[src/rtl/vms_pkg.sv]
package vms_pkg;

    typedef enum logic [1:0] {
        AM_PACKED  = 2'd0,
        AM_STRIDED = 2'd1,
        AM_INDEXED = 2'd2,
        AM_RSVD    = 2'd3
    } amode_e;

    typedef enum logic [2:0] {
        SQ_IDLE   = 3'd0,
        SQ_LD_REQ = 3'd1,
        SQ_LD_CAP = 3'd2,
        SQ_ST_ELEM = 3'd3,
        SQ_DONE   = 3'd4
    } seq_state_e;

    // log2 of element byte count; reserved code 3 behaves as 4 bytes
    function automatic logic [1:0] width_lg(input logic [1:0] code);
        logic [1:0] r;
        unique case (code)
            2'd0:    r = 2'd0;
            2'd1:    r = 2'd1;
            default: r = 2'd2;
        endcase
        return r;
    endfunction

    function automatic logic [31:0] width_mask(input logic [1:0] code);
        logic [31:0] m;
        unique case (width_lg(code))
            2'd0:    m = 32'h0000_00FF;
            2'd1:    m = 32'h0000_FFFF;
            default: m = 32'hFFFF_FFFF;
        endcase
        return m;
    endfunction

endpackage

[src/rtl/vms_elem_sel.sv]
module vms_elem_sel
    import vms_pkg::*;
#(
    parameter int VLEN  = 128,
    parameter int CNT_W = 5,
    parameter int POS_W = 7
) (
    input  logic [CNT_W-1:0] elem_idx,
    input  logic [1:0]       wcode,
    input  logic [VLEN-1:0]  idx_vec,
    input  logic [VLEN-1:0]  st_vec,
    input  logic [31:0]      rd_word,
    output logic [31:0]      idx_off,
    output logic [31:0]      st_word,
    output logic [31:0]      ld_word,
    output logic [POS_W-1:0] top_bit
);
    localparam int DW = 32;

    logic [4:0]    bit_sh;
    logic [31:0]   keep;
    logic [31:0]   lo_bit;
    logic [31:0]   hi_bit;
    logic [VLEN-1:0] idx_shift;
    logic [VLEN-1:0] st_shift;

    always_comb begin
        bit_sh    = 5'(width_lg(wcode)) + 5'd3;
        keep      = width_mask(wcode);
        lo_bit    = 32'(elem_idx) << bit_sh;
        hi_bit    = ((32'(elem_idx) + 32'd1) << bit_sh) - 32'd1;
        idx_shift = idx_vec >> lo_bit;
        st_shift  = st_vec >> lo_bit;
        idx_off   = idx_shift[DW-1:0] & keep;
        st_word   = st_shift[DW-1:0] & keep;
        ld_word   = rd_word & keep;
        top_bit   = POS_W'(hi_bit);
    end

endmodule

[src/rtl/vms_addr_gen.sv]
module vms_addr_gen
    import vms_pkg::*;
#(
    parameter int AW = 32
) (
    input  logic          clk,
    input  logic          rst_n,
    input  logic          load,
    input  logic          advance,
    input  logic [1:0]    mode,
    input  logic [1:0]    wcode,
    input  logic [AW-1:0] base,
    input  logic [AW-1:0] stride,
    input  logic [31:0]   idx_off,
    output logic [AW-1:0] addr
);
    amode_e        mode_q;
    logic [AW-1:0] base_q;
    logic [AW-1:0] step_q;
    logic [AW-1:0] run_q;
    logic [AW-1:0] step_d;

    always_comb begin
        if (amode_e'(mode) == AM_STRIDED)
            step_d = stride;
        else
            step_d = AW'(32'd1 << width_lg(wcode));
    end

    always_ff @(posedge clk or negedge rst_n) begin
        if (!rst_n) begin
            mode_q <= AM_PACKED;
            base_q <= '0;
            step_q <= '0;
            run_q  <= '0;
        end else if (load) begin
            mode_q <= amode_e'(mode);
            base_q <= base;
            step_q <= step_d;
            run_q  <= base;
        end else if (advance) begin
            run_q  <= run_q + step_q;
        end
    end

    // address multiplexer: indexed sum or running (packed / strided) address
    always_comb begin
        if (mode_q == AM_INDEXED)
            addr = base_q + AW'(idx_off);
        else
            addr = run_q;
    end

endmodule

[src/rtl/vms_ctrl.sv]
module vms_ctrl
    import vms_pkg::*;
#(
    parameter int CNT_W = 5
) (
    input  logic             clk,
    input  logic             rst_n,
    input  logic             start,
    input  logic             is_store,
    input  logic [CNT_W-1:0] vl,
    input  logic [1:0]       wcode,
    output logic             accept,
    output logic             advance,
    output logic             hold,
    output logic             rd_stb,
    output logic             wr_stb,
    output logic             el_we,
    output logic [CNT_W-1:0] elem_idx,
    output logic [1:0]       wcode_q
);
    seq_state_e       state, nxt;
    logic [CNT_W-1:0] vl_q;
    logic [CNT_W-1:0] cnt_q;
    logic             store_q;
    logic             last;

    assign accept   = start && (state == SQ_IDLE);
    assign last     = (cnt_q == CNT_W'(vl_q - 1'b1));
    assign elem_idx = cnt_q;

    always_comb begin
        nxt = state;
        unique case (state)
            SQ_IDLE: begin
                if (accept) begin
                    if (vl == '0)      nxt = SQ_DONE;
                    else if (is_store) nxt = SQ_ST_ELEM;
                    else               nxt = SQ_LD_REQ;
                end
            end
            SQ_LD_REQ:  nxt = SQ_LD_CAP;
            SQ_LD_CAP:  nxt = last ? SQ_DONE : SQ_LD_REQ;
            SQ_ST_ELEM: nxt = last ? SQ_DONE : SQ_ST_ELEM;
            SQ_DONE:    nxt = SQ_IDLE;
            default:    nxt = SQ_IDLE;
        endcase
    end

    always_ff @(posedge clk or negedge rst_n) begin
        if (!rst_n) state <= SQ_IDLE;
        else        state <= nxt;
    end

    always_ff @(posedge clk or negedge rst_n) begin
        if (!rst_n) begin
            vl_q    <= '0;
            cnt_q   <= '0;
            store_q <= 1'b0;
            wcode_q <= 2'd0;
        end else if (accept) begin
            vl_q    <= vl;
            cnt_q   <= '0;
            store_q <= is_store;
            wcode_q <= wcode;
        end else if (advance) begin
            cnt_q   <= cnt_q + 1'b1;
        end
    end

    always_comb begin
        hold    = 1'b0;
        rd_stb  = 1'b0;
        wr_stb  = 1'b0;
        el_we   = 1'b0;
        advance = 1'b0;
        unique case (state)
            SQ_IDLE:   ;
            SQ_LD_REQ: begin
                hold   = 1'b1;
                rd_stb = 1'b1;
            end
            SQ_LD_CAP: begin
                hold    = 1'b1;
                el_we   = 1'b1;
                advance = 1'b1;
            end
            SQ_ST_ELEM: begin
                hold    = 1'b1;
                wr_stb  = 1'b1;
                advance = 1'b1;
            end
            SQ_DONE:   ;
            default:   ;
        endcase
    end

    AST_READ_THEN_CAPTURE: assert property (@(posedge clk) disable iff (!rst_n)
        rd_stb |=> (el_we && !rd_stb));

    AST_NO_RD_WR_OVERLAP: assert property (@(posedge clk) disable iff (!rst_n)
        rd_stb |-> !wr_stb);

    AST_STROBE_UNDER_HOLD: assert property (@(posedge clk) disable iff (!rst_n)
        (rd_stb || wr_stb || el_we) |-> hold);

    AST_EMPTY_NO_ACCESS: assert property (@(posedge clk) disable iff (!rst_n)
        (accept && vl == '0) |=> (!hold && !rd_stb && !wr_stb));

    AST_BUSY_START_IGNORED: assert property (@(posedge clk) disable iff (!rst_n)
        (start && hold) |=> ($stable(vl_q) && $stable(store_q) && $stable(wcode_q)));

    AST_COUNT_BELOW_VL: assert property (@(posedge clk) disable iff (!rst_n)
        hold |-> (cnt_q < vl_q));

endmodule

[src/rtl/vec_mem_seq.sv]
module vec_mem_seq
    import vms_pkg::*;
#(
    parameter int VLEN = 128,
    parameter int AW   = 32,
    localparam int VL_W  = $clog2(VLEN / 8) + 1,
    localparam int POS_W = $clog2(VLEN)
) (
    input  logic             clk,
    input  logic             rst_n,
    input  logic             start,
    input  logic             is_store,
    input  logic [1:0]       mode,
    input  logic [1:0]       sew,
    input  logic [VL_W-1:0]  vl,
    input  logic [AW-1:0]    base_addr,
    input  logic [AW-1:0]    stride,
    input  logic [VLEN-1:0]  idx_vec,
    input  logic [VLEN-1:0]  st_vec,
    input  logic [31:0]      mem_rdata,
    output logic [AW-1:0]    mem_addr,
    output logic             mem_rd,
    output logic             mem_wr,
    output logic [1:0]       mem_size,
    output logic [31:0]      mem_wdata,
    output logic [POS_W-1:0] elem_hi,
    output logic             elem_we,
    output logic [31:0]      elem_data,
    output logic             hold
);
    logic            accept;
    logic            advance;
    logic [VL_W-1:0] elem_idx;
    logic [1:0]      wcode_q;
    logic [31:0]     idx_off;

    vms_ctrl #(.CNT_W(VL_W)) u_ctrl (
        .clk      (clk),
        .rst_n    (rst_n),
        .start    (start),
        .is_store (is_store),
        .vl       (vl),
        .wcode    (sew),
        .accept   (accept),
        .advance  (advance),
        .hold     (hold),
        .rd_stb   (mem_rd),
        .wr_stb   (mem_wr),
        .el_we    (elem_we),
        .elem_idx (elem_idx),
        .wcode_q  (wcode_q)
    );

    vms_elem_sel #(.VLEN(VLEN), .CNT_W(VL_W), .POS_W(POS_W)) u_sel (
        .elem_idx (elem_idx),
        .wcode    (wcode_q),
        .idx_vec  (idx_vec),
        .st_vec   (st_vec),
        .rd_word  (mem_rdata),
        .idx_off  (idx_off),
        .st_word  (mem_wdata),
        .ld_word  (elem_data),
        .top_bit  (elem_hi)
    );

    vms_addr_gen #(.AW(AW)) u_addr (
        .clk     (clk),
        .rst_n   (rst_n),
        .load    (accept),
        .advance (advance),
        .mode    (mode),
        .wcode   (sew),
        .base    (base_addr),
        .stride  (stride),
        .idx_off (idx_off),
        .addr    (mem_addr)
    );

    assign mem_size = width_lg(wcode_q);

    AST_SIZE_STEADY: assert property (@(posedge clk) disable iff (!rst_n)
        (hold && $past(hold)) |-> $stable(mem_size));

endmodule

[config.mk]
export PLATFORM = sky130hd
export DESIGN_NAME = vec_mem_seq
export DESIGN_NICKNAME = d
export VERILOG_FILES = /design/src/rtl/vms_pkg.sv /design/src/rtl/vms_elem_sel.sv /design/src/rtl/vms_addr_gen.sv /design/src/rtl/vms_ctrl.sv /design/src/rtl/vec_mem_seq.sv
export SDC_FILE = /design/constraint.sdc
export NUM_CORES = 1
export LEC_CHECK = 0
export CELL_PAD_IN_SITES_DETAIL_PLACEMENT = 0
export CELL_PAD_IN_SITES_GLOBAL_PLACEMENT = 1
export CORE_MARGIN = 4
export CORE_UTILIZATION = 50
export DETAILED_ROUTE_END_ITERATION = 8
export DONT_BUFFER_PORTS = 1
export PLACE_DENSITY_LB_ADDON = 0.2
export SYNTH_ARGS = -nofsm -noshare
export SYNTH_HDL_FRONTEND = slang
export SYNTH_SLANG_ARGS = --single-unit
[constraint.sdc]
create_clock -name clk -period 9.2 [get_ports clk]
set_clock_uncertainty 0.15 [all_clocks]
set_input_delay 1.84 -clock clk [delete_from_list [all_inputs] [get_ports clk]]
set_output_delay 1.84 -clock clk [all_outputs]
set_load 0.1 [all_outputs]
; After elaboration in Yosys (flattened, before gate mapping)
; Cells that the tools add are included.
[classes]
add_sub_neg = 7
eq_ne = 10
n_shift = 5
mux = 21
bitwise_logic = 3
reduce_logical = 9
[ops]
columns = op, n
row1 = 128-bit by 32-bit right shift with 32-bit output, 2
row2 = 32-bit 2-to-1 mux, 4
row3 = 32-bit bitwise AND, 3
row4 = 32-bit adder, 2
row5 = 32-bit one-hot mux with 2 select lines, 1
row6 = "1-bit by 2-bit left shift with 32-bit output, first input constant", 1
row7 = 32-bit by 5-bit left shift with 7-bit output, 1
row8 = 5-bit by 5-bit left shift with 32-bit output, 1
row9 = 3-bit 2-to-1 mux, 4
row10 = 3-bit one-hot mux with 4 select lines, 1
row11 = 5-bit 2-to-1 mux, 2
row12 = "2-bit by 1-bit == test with 1-bit output, second input constant", 4
row13 = 2-bit one-hot mux with 2 select lines, 2
row14 = "7-bit by 1-bit subtractor with 7-bit output, second input constant", 1
row15 = "5-bit by 1-bit adder with 6-bit output, second input constant", 1
row16 = "3-bit by 2-bit == test with 1-bit output, second input constant", 2
row17 = 2-bit logical NOT, 3
row18 = "5-bit by 1-bit adder with 5-bit output, second input constant", 1
row19 = 5-bit == test, 1
row20 = 5-bit logical NOT, 1
row21 = 1-bit 2-to-1 mux, 5
row22 = "5-bit by 1-bit subtractor with 5-bit output, second input constant", 1
row23 = 2-bit 2-to-1 mux, 2
row24 = "2-bit by 2-bit adder with 3-bit output, second input constant", 1
row25 = 8 further kinds, 8
[word_totals]
regBits = 113
in_bits = 365
output_inout_bits = 109
elab_cells = 63

; Longest topological paths before layout
; Gate-level depths: netlist (run 1).
[logic_depth]
word_depth = 8
depth_mapped = 23
depth_no_buf = 19

; Modules after synthesis
; From an unflattened synthesis (run 1), not the netlist that was laid out.
[unflattened]
hier_cells = 2056
area_unflattened_um2 = 15379.8
[by_module_without_submodules]
columns = mod, n_inst, cells_per_inst, area_each_um2, seq_area_each_um2
row1 = vms_elem_sel, 1, 1118, 7302.0, 0.0
row2 = vms_addr_gen, 1, 863, 7285.7, 2452.4
row3 = vms_ctrl, 1, 73, 782.0, 375.4
row4 = vec_mem_seq, 1, 2, 10.0, 0.0

; Worst setup path before layout (run 1)
; No wires, ideal clock.
[synth_path]
path_type = input -> output
from = input idx_vec[24]
to = output mem_addr[28]
arrival_ns = 6.897
required_ns = 7.210
path_slack_ns = 0.313
cell_stages = 17
n_path_buf = 0
path_cell_list = mux4_2 -> nand2_1 -> a211oi_1 -> a31oi_1 -> nor2_1 -> ha_1 -> inv_1 -> fa_1 -> nor2b_1 -> o31a_1 -> o221ai_2 -> nor3_1 -> o31a_1 -> a41o_1 -> o21a_1 -> o21a_1 -> o31ai_1
[synth_via]
elab_chain_cells = 4
[synth_rtl]
columns = item, line_no
row1 = from (decl), vec_mem_seq.sv:18  ; input logic [VLEN-1:0] idx_vec,
row2 = 128-bit by 32-bit right shift with 32-bit output, vms_elem_sel.sv:32  ; idx_shift = idx_vec >> lo_bit;
row3 = 32-bit bitwise AND, vms_elem_sel.sv:34  ; idx_off = idx_shift[DW-1:0] & keep;
row4 = 32-bit adder, vms_addr_gen.sv:49  ; addr = base_q + AW'(idx_off);
row5 = 32-bit 2-to-1 mux, vms_addr_gen.sv:48  ; if (mode_q == AM_INDEXED)
row6 = to (decl), vec_mem_seq.sv:21  ; output logic [AW-1:0] mem_addr,
; Every way passes these cells.

; Worst setup path in the final report (run 1)
[layout_path]
from = register u_ctrl.wcode_q[1]
to = output mem_addr[31]
[layout_via]
elab_chain_cells = 8
word_cells_on_any_way = 12
classes_between = add/sub: 2 / eq/ne: 2 / shift: 2 / mux: 3 / bitwise: 1 / reduce/logical: 2
[layout_rtl]
columns = item, line_no
row1 = from (decl), vms_ctrl.sv:19  ; output logic [1:0] wcode_q
row2 = from (signal assigned), vms_ctrl.sv:64  ; wcode_q <= wcode;
row3 = 2-bit by 1-bit == test with 1-bit output or 2-bit logical NOT (tied branches), vms_pkg.sv:21  ; unique case (code)
row4 = 2-bit one-hot mux with 2 select lines *, vms_pkg.sv:21
row5 = 2-bit by 2-bit adder with 3-bit output, vms_elem_sel.sv:28  ; bit_sh = 5'(width_lg(wcode)) + 5'd3;
row6 = 5-bit by 5-bit left shift with 32-bit output, vms_elem_sel.sv:30  ; lo_bit = 32'(elem_idx) << bit_sh;
row7 = 128-bit by 32-bit right shift with 32-bit output, vms_elem_sel.sv:32
row8 = 32-bit bitwise AND *, vms_elem_sel.sv:34
row9 = 32-bit adder *, vms_addr_gen.sv:49
row10 = 32-bit 2-to-1 mux *, vms_addr_gen.sv:48
; Every way passes the cells marked *; elsewhere a longest branch is shown, timed or not.

==> key figures, run 1 <==
Status
  • Run status: finished clean

Route
  • Routed length on met3: 6.490 mm
  • Final ANT Viol Nets: 0
  • Total number of vias: 17,087
  • Wire per inst: 25.94 µm
  • Met2 Routed Length: 31.66 mm
  • Detailed-route vias per instance: 6.654
  • Sum of routed wire length over all layers: 66.61 mm
  • First DRT Iteration DRCs: 2,179
  • Met1 Wirelength: 23.56 mm
  • Final routed DRC violation total: 0
  • First-pass detailed-route iteration total: 6
  • Highest routed layer: met5

Floorplan
  • Total Die Area: 33,670 µm²
  • Die Height: 183.5 µm
  • FP Rows: 63
  • Number of I/O pins: 474
  • Starting density of the core: 51.28%
  • Placeable core region: 30,030 µm²
  • Horizontal die dimension: 183.5 µm

Yosys
  • Sequential element share of the synthesized area: 18.36%
  • Number of warnings printed during yosys synthesis: 0
  • Post-Syn Instances: 2,254
  • Predominant post-synthesis flop cell: dfrtp_1
  • Number of synthesized register bits: 113
  • Distinct cell type count after synthesis: 80
  • Synthesized area per cell: 6.832 µm²
  • Mapped Area: 15,400 µm²
  • Ys async rst share: 100.0%
  • Post-synth EDFFs: 0

Global routing
  • Wire length of the first global-routing pass: 97.95 mm
  • Via count of the first global-routing pass: 16,100
  • Global-route usage over all layers: 37.56%
  • GRT overflow: 0
  • Pin count of the biggest net entering global routing: 114
  • Antenna violations before repair: 9

Critical path
  • Required time at the worst-slack endpoint: 7.21 ns
  • Kind of critical path: reg -> out
  • Data arrival time at the worst-slack endpoint: 6.52 ns
  • Crit-path max FO: 47
  • Critical Path Sink Type: primary output
  • Launching element type of the critical path: register

Clock network
  • Number of buffers created by CTS: 17
  • Clock slew at reported path FFs: 0.05 ns
  • Number of setup buffers added after CTS: 0
  • Cts hold-fix bufs: 0
  • Quantity of gates resized following cts: 0
  • Clock sinks: 113
  • CTS HTree Levels: 4
  • Max Root-Sink Buffers: 2
  • Clock tree from TritonCTS: built
  • Source-to-sink clock delay at the later pin of the worst-skew pair: 0.42 ns
  • Clock root cell: clkbuf_16

Timing
  • Final-report hold violation count: 0
  • Total Negative Setup Slacks: 0 ns
  • Max Clk Rate: 117.5 MHz
  • Max-slew violation total from the final report: 0
  • Slew at the pin closest to its max-slew limit: 1.216 ns
  • Number of setup violations in the final report: 0
  • Final critical-path share of the clock period: 92.47%
  • Crit path time final: 8.507 ns
  • Worst slew margin relative to its limit: 18.95%
  • Setup repair after global routing missed its margin: no

Final layout
  • Synth-to-layout area growth: 8.507%
  • Final Net Count: 2,586
  • Share of layout cells above drive strength 1: 11.95%

Placed design
  • Count of buffers from port buffering: 0
  • Global placer's final weighted congestion: 1.036
  • Final HPWL DP: 52.14 mm

Flow run
  • Max-cap viol count: 0

Min path
  • Path category of the worst min-delay check: reg -> reg
[through the flow]
stage               cell area [µm²]  hold slack [ns]  cells  utilization, %  setup slack [ns]
finish                        16710           0.3240   2568           55.64            0.6929
global route                  16690           0.3544   2562           55.59            0.2726
CTS                           16680           0.3313   2557           55.55            0.8350
detailed placement            16070           0.3171   2525           53.51             1.284
global placement              16070           0.3085   2525           53.51             1.423
floorplan                     15410           0.2928   2256               -            0.3134
[cells by family (layout without fill, tap and decap cells)]
logic type      after synthesis  after routing  synth area share [%]
simple gates               1014           1014                 27.56
compound gates              656            656                 26.13
buf+inv                     218            129                 6.110
mux                         131            131                 13.20
flops                       113            113                 18.36
fa+ha+maj                    67             67                 5.541
xor+xnor                     54             54                 3.071
other cells                   1             14               0.02435
[sequential cells by signal, summed over array words and instances, names as in the netlist]
name and count:
u_addr.base_q 32, u_addr.run_q 32, u_addr.step_q 32, u_ctrl.elem_idx 5, u_ctrl.vl_q 5, u_ctrl.state 3
u_addr.mode_q 2, u_ctrl.wcode_q 2
[layout make-up]
| class | instances | area [µm²] |
|---|---|---|
| fillers | 2890 | 13320 |
| multi-input cells | 1925 | 12000 |
| flip-flops and latches | 113 | 2829 |
| repair buffers | 73 | 658.1 |
| well taps | 390 | 488.0 |
| clock buffers | 20 | 456.7 |
| clock inverters | 12 | 156.4 |
| inverters | 24 | 90.09 |
| diodes | 11 | 27.53 |
[worst paths after layout]
kind | to | slack [ns] | start | depth (start not counted)
max | mem_addr[31] | 0.69 | u_ctrl.wcode_q[1] | 17
min | u_addr.step_q[29] | 0.32 | u_addr.step_q[29] | 2
max reg2reg | u_addr.run_q[26] | 5.99 | u_addr.run_q[0] | 12
min reg2reg | u_addr.step_q[29] | 0.32 | u_addr.step_q[29] | 2
max in group asynchronous | u_addr.base_q[4] | 7.79 | rst_n | 0
min in group asynchronous | u_addr.step_q[29] | 0.96 | rst_n | 0
[layer usage]
| metal | vias to the layer above | track usage [%] |
|---|---|---|
| met5 | - | 0 |
| met4 | 6 | 22.08 |
| met3 | 224 | 9.260 |
| met2 | 975 | 63.01 |
| met1 | 8044 | 43.57 |
| li1 | 7838 | - |
[cells in the final DEF, fill, tap and decap left out, types with 30 or more instances in the layout]
master,count
nand3_1,75
buf_4,66
o21ai_0,107
mux4_2,51
nor2_1,112
a211oi_1,42
nor3_1,30
a21o_1,34
nand2_1,661
a21oi_1,265
xnor2_1,31
mux2i_1,73
ha_1,65
dfrtp_1,112
[cells in the mapped netlist (5+ instances only)]
| cell | n | area (µm²) |
|---|---|---|
| a31oi_1 | 23 | 143.9 |
| a311oi_1 | 21 | 183.9 |
| a211oi_1 | 45 | 337.8 |
| nor3_1 | 32 | 160.2 |
| a21oi_1 | 270 | 1351 |
| nor3b_1 | 9 | 67.56 |
| inv_1 | 24 | 90.09 |
| o211ai_1 | 9 | 67.56 |
| and3_1 | 9 | 56.30 |
| o31ai_1 | 5 | 37.54 |
| mux2i_1 | 73 | 730.7 |
| buf_2 | 47 | 235.2 |
| xor2_1 | 23 | 201.4 |
| a221oi_1 | 25 | 219.0 |
| o21a_1 | 16 | 120.1 |
| o21ai_0 | 135 | 675.7 |
| mux4_1 | 5 | 131.4 |
| nor2b_1 | 18 | 112.6 |
| mux4_2 | 51 | 1149 |
| o22ai_1 | 7 | 43.79 |
| buf_1 | 20 | 75.07 |
| clkbuf_1 | 113 | 424.2 |
| nand2_1 | 661 | 2481 |
| a22oi_1 | 12 | 90.09 |
| xnor2_1 | 31 | 271.5 |
| nand3_1 | 75 | 375.4 |
| ha_1 | 65 | 813.3 |
| and2_1 | 26 | 162.7 |
| dfrtp_1 | 113 | 2828 |
| or3_1 | 6 | 37.54 |
| a21o_1 | 35 | 262.8 |
| buf_4 | 12 | 90.09 |
| o31a_1 | 5 | 43.79 |
| nor2_1 | 140 | 525.5 |
| nand2b_1 | 15 | 93.84 |
[worst max-delay path, stage by stage, from the launching register on]
cell       delay, ns
dfrtp_2         0.58
a21oi_1         0.44
or2_2           0.88
nand2_1         0.67
o22ai_1         0.46
nand2b_1        0.16
inv_1           0.08
ha_1            0.22
a21oi_1         0.20
nor2_1          0.09
a21oi_2         0.17
a31oi_1         0.21
a41o_1          0.36
a31oi_1         0.43
a2111oi_0       0.22
or3_1           0.41
a31oi_2         0.19
buf_4           0.31
Power of run 1 is not shown: default switching activity piles up to over one toggle a cycle in this logic, so the estimate is an artifact.
==> run 2: changes to the inputs <==
PLACE_DENSITY_LB_ADDON = 0.1   (was 0.2)
==> run 2 against run 1 <==
Utilization shrank 0.21 points. Sequential share of layout area grew 0.064 points. Register-to-register slack lost 0.07 ns. Final cell count is essentially flat. Global-route usage shrank 0.63 points. Maximum frequency shrank 0.56%. Clock-buffer cell count grew 1. Die area is the same. Flip-flop and latch count is the same. Hold slack lost 0.0026 ns. First-iteration DRC count shrank 18%. Critical endpoint unchanged. Highest routed layer unchanged.
==> key figures, run 2 (synthesized netlist as in run 1, its figures left out) <==
Floorplan
  • Die Height: 183.5 µm
  • Horizontal die dimension: 183.5 µm
  • Number of I/O pins: 474
  • Starting density of the core: 51.28%
  • Placeable core region: 30,030 µm²
  • Total Die Area: 33,670 µm²
  • FP Rows: 63

Global routing
  • Pin count of the biggest net entering global routing: 137
  • Via count of the first global-routing pass: 15,646
  • Antenna violations before repair: 8
  • Wire length of the first global-routing pass: 95.97 mm
  • Global-route usage over all layers: 36.93%
  • GRT overflow: 0

Timing
  • Worst-case setup margin in the final layout: 0.6452 ns
  • Final critical-path share of the clock period: 92.99%
  • Total Negative Setup Slacks: 0 ns
  • Final-report hold violation count: 0
  • Fin Hold WS: 0.3213 ns
  • Number of setup violations in the final report: 0
  • Setup repair after global routing missed its margin: no
  • Slew at the pin closest to its max-slew limit: 1.245 ns
  • Max Clk Rate: 116.9 MHz
  • Crit path time final: 8.555 ns
  • Max-slew violation total from the final report: 0
  • Worst slew margin relative to its limit: 16.93%

Clock network
  • Quantity of gates resized following cts: 0
  • Cts hold-fix bufs: 0
  • Clock sinks: 113
  • Clock slew at reported path FFs: 0.06 ns
  • Number of buffers created by CTS: 17
  • Max Root-Sink Buffers: 2
  • Clock root cell: clkbuf_16
  • Clock tree from TritonCTS: built
  • Source-to-sink clock delay at the later pin of the worst-skew pair: 0.43 ns
  • CTS HTree Levels: 4
  • Number of setup buffers added after CTS: 0

Critical path
  • Kind of critical path: reg -> out
  • Critical Path Sink Type: primary output
  • Crit-path max FO: 55
  • Data arrival time at the worst-slack endpoint: 6.56 ns
  • Required time at the worst-slack endpoint: 7.21 ns
  • Launching element type of the critical path: register

Placed design
  • Final HPWL DP: 51.19 mm
  • Placement Setup Slack: 1.261 ns
  • Count of buffers from port buffering: 0
  • Global placer's final weighted congestion: 0.9866

Status
  • Run status: finished clean

Final layout
  • Number of filler cells placed in the layout: 3,034
  • Share of the core filled with cells in the final layout: 55.43%
  • Share of layout cells above drive strength 1: 11.70%
  • Most common library cell in the layout ignoring fill and taps: nand2_1
  • Synth-to-layout area growth: 8.100%
  • Registers with the most flip-flops: u_addr.base_q: 32 flops, u_addr.run_q: 32 flops, u_addr.step_q: 32 flops
  • Final Net Count: 2,582
  • Most frequent cells in the layout: nand2_1 (661), a21oi_1 (265), nor2_1 (112), dfrtp_1 (112), o21ai_0 (107)

Route
  • First DRT Iteration DRCs: 1,785
  • Wire per inst: 25.52 µm
  • Total number of vias: 16,670
  • First-pass detailed-route iteration total: 7
  • Detailed-route vias per instance: 6.494
  • Final routed DRC violation total: 0
  • Final ANT Viol Nets: 0
  • Sum of routed wire length over all layers: 65.51 mm

Flow run
  • Max-cap viol count: 0

Min path
  • Path category of the worst min-delay check: reg -> reg
## run 2: stage by stage
stage | instances | cell area [µm²]
finish | 2567 | 16650
global route | 2560 | 16630
CTS | 2552 | 16610
detailed placement | 2521 | 16010
global placement | 2521 | 16010
floorplan | 2256 | 15410
## run 2: critical path: stages (launching register included)
cell and delay [ns]:
dfrtp_2 0.46, buf_4 0.33, nor2_1 0.15, buf_4 0.23, or2_2 0.90, nand2_1 0.67
o22ai_1 0.39, nand2b_1 0.14, inv_1 0.07, ha_1 0.21, a21oi_1 0.18, nor2_1 0.08
a21oi_2 0.16, a31oi_1 0.21, a41o_1 0.36, a31oi_1 0.41, a2111oi_0 0.22, or3_1 0.41
a31oi_2 0.18, buf_4 0.31
## run 2: final cells by class
| cell class | instances | area (µm²) | area share, % |
|---|---|---|---|
| well taps | 390 | 488.0 | 2.931 |
| diodes | 15 | 37.54 | 0.2255 |
| flip-flops and latches | 113 | 2829 | 16.99 |
| inverters | 24 | 90.09 | 0.5412 |
| clock buffers | 21 | 460.4 | 2.766 |
| clock inverters | 10 | 135.1 | 0.8117 |
| repair buffers | 69 | 603.1 | 3.623 |
| multi-input cells | 1925 | 12000 | 72.11 |
## run 2: routing by layer
| layer | global-route usage [%] | share of wire (%) | up-vias |
|---|---|---|---|
| li1 | - | - | 7831 |
| met1 | 42.52 | 36 | 7796 |
| met2 | 61.67 | 48 | 855 |
| met3 | 9.794 | 9.4 | 186 |
| met4 | 21.99 | 6.8 | 2 |
| met5 | 0 | 0.020 | - |
## run 2: final timing paths
path                                    from           endpoint  slack, ns  cells after the start
max                        u_ctrl.wcode_q[1]       mem_addr[31]       0.65                     19
min                        u_addr.step_q[27]  u_addr.step_q[27]       0.32                      2
max reg2reg                  u_addr.run_q[0]   u_addr.run_q[30]       5.92                     12
min reg2reg                u_addr.step_q[27]  u_addr.step_q[27]       0.32                      2
max in group asynchronous              rst_n   u_addr.base_q[4]       7.80                      0
min in group asynchronous              rst_n  u_addr.step_q[29]       0.96                      0
Power of run 2 is left out for the same reason.
==> run 3: changes to the inputs <==
PLACE_DENSITY = 0.91   (was unset)
PLACE_DENSITY_LB_ADDON = unset   (was 0.1)
==> run 3 against run 2 <==
Cell area rose by 0.15%. Die area is the same. Largest cell class unchanged. Maximum frequency is 3.4% lower. Setup slack worse by 0.30 ns. Highest routed layer unchanged. Register-to-register slack better by 0.02 ns. Hold slack gained 0.0064 ns. Critical path depth shrank 2. Utilization is 0.083 points higher. Final cell count is 0.19% higher. Non-clock buffer count rose by 1. Routed wire length rose by 3.4%. Clock-buffer cell count is the same.
==> key figures, run 3 (synthesized netlist as in run 1, its figures left out) <==
Global routing
  • Global-route usage over all layers: 38.05%
  • GRT overflow: 0
  • Pin count of the biggest net entering global routing: 114
  • Via count of the first global-routing pass: 16,022
  • Wire length of the first global-routing pass: 99.01 mm
  • Antenna violations before repair: 11

Final layout
  • Most frequent cells in the layout: nand2_1 (661), a21oi_1 (265), nor2_1 (112), dfrtp_1 (112), o21ai_0 (107)
  • Number of filler cells placed in the layout: 2,916
  • Multi-input gate area in the final layout: 12,010 µm²
  • Most common library cell in the layout ignoring fill and taps: nand2_1
  • Register area: 2829 µm²
  • Final Net Count: 2,584
  • Number of non-filler instances in the completed layout: 2,572
  • Share of layout cells above drive strength 1: 11.78%
  • Synth-to-layout area growth: 8.263%
  • Registers with the most flip-flops: u_addr.base_q: 32 flops, u_addr.run_q: 32 flops, u_addr.step_q: 32 flops
  • Share of the core filled with cells in the final layout: 55.51%

Placed design
  • Total instance count after detailed placement: 2,522
  • Count of buffers from port buffering: 0
  • Final HPWL DP: 53.17 mm
  • Global placer's final weighted congestion: 1.090

Timing
  • Slew at the pin closest to its max-slew limit: 1.416 ns
  • Final critical-path share of the clock period: 96.28%
  • Worst slew margin relative to its limit: 5.269%
  • Max-slew violation total from the final report: 0
  • Number of setup violations in the final report: 0
  • Max Clk Rate: 112.9 MHz
  • Crit path time final: 8.858 ns
  • Final-report hold violation count: 0
  • Fin Hold WS: 0.3277 ns

Min path
  • Path category of the worst min-delay check: reg -> reg
  • Worst Hold Path Cells: 2
  • Hold EP: u_addr.step_q[7]
  • Hold Startpoint: u_addr.step_q[7]

Clock network
  • CTS HTree Levels: 4
  • Clock sinks: 113
  • Max Root-Sink Buffers: 2
  • Cts hold-fix bufs: 0
  • Number of setup buffers added after CTS: 0
  • Number of buffers created by CTS: 17
  • Source-to-sink clock delay at the later pin of the worst-skew pair: 0.42 ns
  • Clock slew at reported path FFs: 0.06 ns
  • Clock tree from TritonCTS: built
  • Clock root cell: clkbuf_16

Critical path
  • Crit-path max FO: 39
  • Critical Path Sink Type: primary output
  • Required time at the worst-slack endpoint: 7.21 ns
  • Launching element type of the critical path: register
  • Worst R2R Setup Slack: 5.94 ns
  • Length in cells of the worst reg-to-reg path: 12
  • Reg2Reg Launch Point: u_addr.run_q[0]
  • Data arrival time at the worst-slack endpoint: 6.87 ns
  • Worst flop-to-flop path endpoint: u_addr.run_q[30]
  • Kind of critical path: reg -> out

Floorplan
  • Die Height: 183.5 µm
  • Horizontal die dimension: 183.5 µm
  • Placeable core region: 30,030 µm²
  • FP Rows: 63
  • Number of I/O pins: 474
  • Total Die Area: 33,670 µm²
  • Starting density of the core: 51.28%

Route
  • Sum of routed wire length over all layers: 67.76 mm
  • First-pass detailed-route iteration total: 6
  • Total number of vias: 16,994
  • Wire per inst: 26.35 µm
  • First DRT Iteration DRCs: 1,615
  • Detailed-route vias per instance: 6.607
  • Final ANT Viol Nets: 0
  • Final routed DRC violation total: 0

Flow run
  • Max-cap viol count: 0

Status
  • Run status: finished clean
==> run 3: cell types whose count changed in the layout (fill, tap and decap cells not counted), sizes merged <==
cell	change
nor2	+1
clkinvlp	+2
diode	+2
buf	+1
clkinv	-1
==> run 3: layout make-up <==
type                       count  share of cell area, %
clock buffer                  21                  2.702
timing repair buffer          70                  3.737
clock inverter                11                 0.8255
inverter                      24                 0.5403
tap                          390                  2.927
multi-input combinational   1926                  72.05
antenna                       17                 0.2552
sequential                   113                  16.97
==> run 3: worst max-delay path: stages (launching register included) <==
cell and delay (ns):
dfrtp_1 0.57, nor2_1 1.15, or2_2 0.79, nand2_1 0.54, o22ai_1 0.27, nand2b_1 0.17, inv_1 0.09, ha_1 0.22
a21oi_1 0.19, nor2_1 0.08, a21oi_2 0.17, a31oi_1 0.21, a41o_1 0.36, a31oi_1 0.42, a2111oi_1 0.18, or3_1 0.42
a31oi_2 0.25, buf_4 0.33
==> run 3: how the worst max path moves through the flow <==
stage / startpoint / end / slack (ns) / depth (start not counted)
5_1_grt: u_ctrl.wcode_q[1] / mem_addr[31] / -0.002 / 20
2_1_floorplan: idx_vec[24] / mem_addr[28] / 0.31 / 17
3_3_place_gp: u_ctrl.wcode_q[1] / mem_addr[31] / 1.10 / 20
4_1_cts: u_ctrl.wcode_q[1] / mem_addr[31] / 0.47 / 20
6_report: u_ctrl.wcode_q[0] / mem_addr[31] / 0.34 / 17
3_5_place_dp: u_ctrl.wcode_q[1] / mem_addr[31] / 0.99 / 20
==> run 3: through the flow <==
stage / setup slack (ns) / setup TNS, ns / area (µm²)
6_report: 0.3420 / 0 / 16670
5_1_grt: -0.001942 / -0.001942 / 16650
4_1_cts: 0.4690 / 0 / 16620
3_5_place_dp: 0.9915 / 0 / 16030
3_3_place_gp: 1.101 / 0 / 16030
2_1_floorplan: 0.3134 / 0 / 15410
==> run 3: repair_timing <==
action | CTS | global route
gates resized for setup | 0 | 1
endpoints found under the setup margin | 0 | 1
hold endpoints to repair | 0 | 0
==> run 3: routing by layer <==
layer	vias to the layer above	GRT usage (%)	wire, µm
met5	-	0	27
li1	7834	-	-
met3	237	9.557	6402
met1	8025	44.14	24420
met4	4	25.77	5371
met2	894	62.02	31540
Power of run 3 is left out for the same reason.
